===== src/rtl/revc_pkg.sv =====
package revc_pkg;

    parameter int AGU_W = 16;

    // Transition taken by the pointer register in a given cycle
    typedef enum logic [1:0] {
        UPD_HOLD = 2'd0,
        UPD_LOAD = 2'd1,
        UPD_STEP = 2'd2
    } upd_e;

endpackage


===== src/rtl/revc_adder.sv =====
module revc_adder #(
    parameter int W = revc_pkg::AGU_W
) (
    input  logic [W-1:0] a,
    input  logic [W-1:0] b,
    output logic [W-1:0] sum
);
    // c[i+1] is the carry entering bit i; the chain starts at the MSB
    logic [W:0] c;

    assign c[W] = 1'b0;

    generate
        for (genvar i = W - 1; i >= 0; i--) begin : g_stage
            assign sum[i] = a[i] ^ b[i] ^ c[i+1];
            assign c[i]   = (a[i] & b[i]) | (a[i] & c[i+1]) | (b[i] & c[i+1]);
        end
    endgenerate

    // c[0] is the carry out of the LSB and is dropped on purpose
    logic unused_carry;
    assign unused_carry = c[0];

endmodule


===== src/rtl/revc_ptr_reg.sv =====
module revc_ptr_reg #(
    parameter int W = revc_pkg::AGU_W
) (
    input  logic            clk,
    input  logic            rst_n,
    input  revc_pkg::upd_e  ctl,
    input  logic [W-1:0]    load_val,
    input  logic [W-1:0]    step_val,
    output logic [W-1:0]    ptr
);
    logic [W-1:0] ptr_d;

    always_comb begin
        unique case (ctl)
            revc_pkg::UPD_LOAD: ptr_d = load_val;
            revc_pkg::UPD_STEP: ptr_d = step_val;
            default:            ptr_d = ptr;
        endcase
    end

    always_ff @(posedge clk or negedge rst_n) begin
        if (!rst_n) begin
            ptr <= '0;
        end else begin
            ptr <= ptr_d;
        end
    end

endmodule


===== src/rtl/revcarry_agu.sv =====
module revcarry_agu #(
    parameter int AW = revc_pkg::AGU_W
) (
    input  logic          clk,
    input  logic          rst_n,
    input  logic [AW-1:0] modifier,
    input  logic          load,
    input  logic [AW-1:0] load_val,
    input  logic          step,
    input  logic [AW-1:0] offset,
    output logic [AW-1:0] addr,
    output logic [AW-1:0] next_addr
);
    localparam logic [AW-1:0] REV_SEL = '0;

    revc_pkg::upd_e ctl;
    logic           rev_mode;

    assign rev_mode = (modifier == REV_SEL);

    // Load wins; a step counts only in the reverse-carry mode
    always_comb begin
        if (load) begin
            ctl = revc_pkg::UPD_LOAD;
        end else if (step && rev_mode) begin
            ctl = revc_pkg::UPD_STEP;
        end else begin
            ctl = revc_pkg::UPD_HOLD;
        end
    end

    revc_adder #(.W(AW)) u_adder (
        .a   (addr),
        .b   (offset),
        .sum (next_addr)
    );

    revc_ptr_reg #(.W(AW)) u_ptr (
        .clk      (clk),
        .rst_n    (rst_n),
        .ctl      (ctl),
        .load_val (load_val),
        .step_val (next_addr),
        .ptr      (addr)
    );

endmodule


===== config.mk =====
export PLATFORM = sky130hd
export DESIGN_NAME = revcarry_agu
export DESIGN_NICKNAME = d
export VERILOG_FILES = /design/src/rtl/revc_pkg.sv /design/src/rtl/revc_adder.sv /design/src/rtl/revc_ptr_reg.sv /design/src/rtl/revcarry_agu.sv
export SDC_FILE = /design/constraint.sdc
export NUM_CORES = 1
export LEC_CHECK = 0
export ABC_CLOCK_PERIOD_IN_PS = 7800
export BUFFER_PORTS_ARGS = -buffer_cell sky130_fd_sc_hd__buf_2
export CORE_MARGIN = 10
export CORE_UTILIZATION = 36
export DETAILED_ROUTE_END_ITERATION = 16
export HOLD_SLACK_MARGIN = 0.02
export PLACE_DENSITY_LB_ADDON = 0.1
export RECOVER_POWER = 50
export SLEW_MARGIN = 15
export SYNTH_ARGS = -nofsm -noshare
export SYNTH_HDL_FRONTEND = slang
export SYNTH_HIERARCHICAL = 1
export SYNTH_SLANG_ARGS = --single-unit

===== constraint.sdc =====
create_clock -name clk -period 7.8 [get_ports clk]
set_input_delay 0.78 -clock clk [delete_from_list [all_inputs] [get_ports clk]]
set_output_delay 0.78 -clock clk [all_outputs]
set_load 0.01 [all_outputs]

==> summary.md <==
| Metric | Value |
|---|---|
| Unrepaired setup endpoints after global routing | no |
| Yosys top cell by area | dfrtp_1 |
| DRT antenna net count | 0 |
| Seq/Total Area, Yosys | between 30% and 40% |
| Most Crowded Layer GR | met2 |
| Ratio of cells with drive above 1 in the final layout | 42.0% |
| Initial antenna violation count | 0 |
| Avg Inst Size Synth | 12.0 µm² |
| Synth area leaders | dfrtp_1 36%, fa_1 25%, mux2i_1 14% |
| Pint | 0.167 mW |
| FFs w/ async S/R, synth | 100% |
| Total global routing overflow | 0 |
| Peak supply drop | 0.0720 mV |
| Met3 usage | under 10% |
| Largest net degree at the start of global routing | 33 |
| Post-route DRC | 0 |
| Arrival time at the worst endpoint | between 6 and 7 ns |
| Fmax achieved | between 100 and 150 MHz |
| YS warnings | 6 |
| CTS Sinks | 16 |
| GRT Total Usage | 11.5% |
| Initial core utilization | 37.2% |
| Fin cells | between 200 and 250 |
| Main flop type after synthesis | dfrtp_1 |
| Post-synth top cells | 16 x dfrtp_1, 16 x mux2i_1, 16 x nand2_1 |
| Met2 usage | about a fifth |
| Crit Path Class | input pin to output port |
| Ports | 84 |
| Worst-Margin Slew | around 1.0 ns |
| Worst Skew | roughly 0.0084 ns |
| Leak Pwr | 0.724 nW |
| Required time of the worst setup path | 7.02 ns |
| First-pass GRT wire length | 5590 µm |
| Post-Synthesis Cell Area | 1130 µm² |
| GP Congestion | 0.707 |
| Htree depth | 1 |
| Clock Root Buffer | clkbuf_4 |
| Grt met1 use | between 10% and 20% |
| Outcome | complete, no violations |
| CP startpoint kind | input pin |
| Vias per cell | 4.55 |
| Seq pwr share | between 30% and 40% |
| Dpl cells | 216 |
| Synth Register Bits | 16 |
| Hold Vio Cnt, Final | 0 |
| Worst-path clk slew | 0.09 ns |
| Distinct cell type count after synthesis | 18 |
| # Max-Cap Violations | 0 |
| # setup viols final | 0 |
| Die Width | roughly 76 µm |
| Vias in the first global route | 1126 |
| EDFF count, synth | 0 |
| Largest regs | u_ptr/ptr (16) |
| Post-DP HPWL | 2810 µm |
| Synth-to-Final Area Change | 39.8% |
| Die height | ~76 µm |
| Setup Fix Bufs, Post-CTS | 0 |
| CTS buffer count | 3 |
| Largest register FFs | 16 |
| Min-Delay Path Class | flop to flop |
| Switching share of power | 34.9% |
| Number of diodes | 0 |
| CP Max Fanout | 2 |
| TritonCTS clock tree | built |
| Largest Register | u_ptr/ptr |
| Num rows | 20 |
| Finished Cell Area | 1570 µm² |
| Sw power | 0.0897 mW |
| Final-stage net count | 245 |
| Crit end category | output port |
| Final wirelength | 3360 µm |
| Total power | 0.257 mW |
| Syn nets | 162 |
| PwrDens | 163 nW/µm² |
| Worst-Skew Late Latency | ~0.28 ns |
| Relative slew slack | between 30% and 40% |
| Fin. max-slew vios | 0 |
| Pre-antenna DRT Iters | 4 |
| Fin Hold WS | 0.540 ns |
| Die footprint | 5770 µm² |
| Crit path time final | approximately 7.5 ns |
| Clock share of power | 21.7% |
| Core ar. | 3030 µm² |
| Longest Clk Path Bufs | 2 |
| DR vias | 1001 |
| WL per Instance | ~15 µm |
| Logic pwr share | 40.0% |
| Share of the synthesized area in the top cell type | 35.6% |
| Period utilisation layout | 96.8% |
| Cells after Synth | 94 |
| Iteration-0 DRC Markers | 34 |
| Port bufs | 83 |
| Placed Area | 1550 µm² |
[metal layers]
| layer | vias up | routed length [µm] |
|---|---|---|
| li1 | 486 | - |
| met1 | 461 | 1480 |
| met2 | 52 | 1660 |
| met3 | 2 | 204 |
| met4 | 0 | 10 |
| met5 | - | 0 |
[layout make-up]
class / instances / area, µm²
clock buffers: 4 / 36.3
fillers: 289 / 1450
inverters: 1 / 3.75
multi-input cells: 72 / 684
flip-flops and latches: 16 / 400
well taps: 44 / 55.1
repair buffers: 83 / 394
[layout by cell type (no fill, tap or decap)]
cell,instances
clkbuf_1,17
nor2_1,1
dfrtp_1,16
o21ai_0,6
mux2i_1,16
nor4_1,3
clkbuf_4,3
nand2_1,16
fa_1,11
clkbuf_8,1
buf_2,66
nand4_1,1
inv_1,1
o21ai_1,10
nand2b_1,1
ha_1,2
fa_2,3
nor4_2,1
xor3_1,1
[logic make-up after synthesis]
kind of cell | after synthesis | share of synthesized area, %
multiplexers | 16 | 14.2
XOR/XNOR | 1 | 2.11
buffers and inverters | 6 | 4.33
AND/OR/NAND/NOR | 23 | 9.56
flip-flops | 16 | 35.6
adder cells (fa/ha/maj) | 16 | 27.1
AO/OA/AOI/OAI | 16 | 7.11
[timing repair]
item / in CTS / in global routing
gates resized for setup: 2 / 1
endpoints found under the setup margin: 1 / 1
pin swaps: 0 / 1
hold buffers: 0 / 0
[worst max-delay path, cell delays in order]
cell and delay [ns]:
buf_2 0.10, ha_1 0.18, fa_1 0.40, fa_2 0.37
fa_2 0.36, fa_1 0.40, fa_2 0.36, fa_1 0.38
fa_1 0.38, fa_1 0.38, fa_1 0.39, fa_1 0.39
fa_1 0.39, fa_1 0.39, fa_1 0.39, fa_1 0.39
xor3_1 0.22, buf_2 0.14
[power groups by stage]
stage / Sequential [mW] / Combinational (mW) / Clock (mW)
6_report: 0.0982 / 0.103 / 0.0557
5_1_grt: 0.100 / 0.117 / 0.0625
4_1_cts: 0.0983 / 0.108 / 0.0584
3_5_place_dp: 0.0997 / 0.107 / 0
3_3_place_gp: 0.0996 / 0.105 / 0
2_1_floorplan: 0.103 / 0.0555 / 0
[through the flow]
| step | setup slack, ns | setup TNS [ns] | util, % |
|---|---|---|---|
| after floorplan | 0.342 | 0 | - |
| after global placement | -0.0272 | -0.0272 | 51.2 |
| after detailed placement | -0.0453 | -0.0453 | 51.2 |
| after CTS | 0.0120 | 0 | 52.6 |
| after global routing | 0.0941 | 0 | 52.0 |
| final | 0.253 | 0 | 52.0 |
[final timing paths]
path	from	endpoint	slack [ns]	cells after the start
worst min register to register	u_ptr/ptr[0]$_DFFE_PN0P_	u_ptr/ptr[0]$_DFFE_PN0P_	0.54	2
worst min-delay path	u_ptr/ptr[0]$_DFFE_PN0P_	u_ptr/ptr[0]$_DFFE_PN0P_	0.54	2
min in group asynchronous	rst_n	u_ptr/ptr[4]$_DFFE_PN0P_	0.59	1
max in group asynchronous	rst_n	u_ptr/ptr[6]$_DFFE_PN0P_	6.64	1
worst max-delay path	offset[15]	next_addr[0]	0.25	18
worst max register to register	u_ptr/ptr[15]$_DFFE_PN0P_	u_ptr/ptr[0]$_DFFE_PN0P_	1.21	18
(Power assumes the default switching activity.)
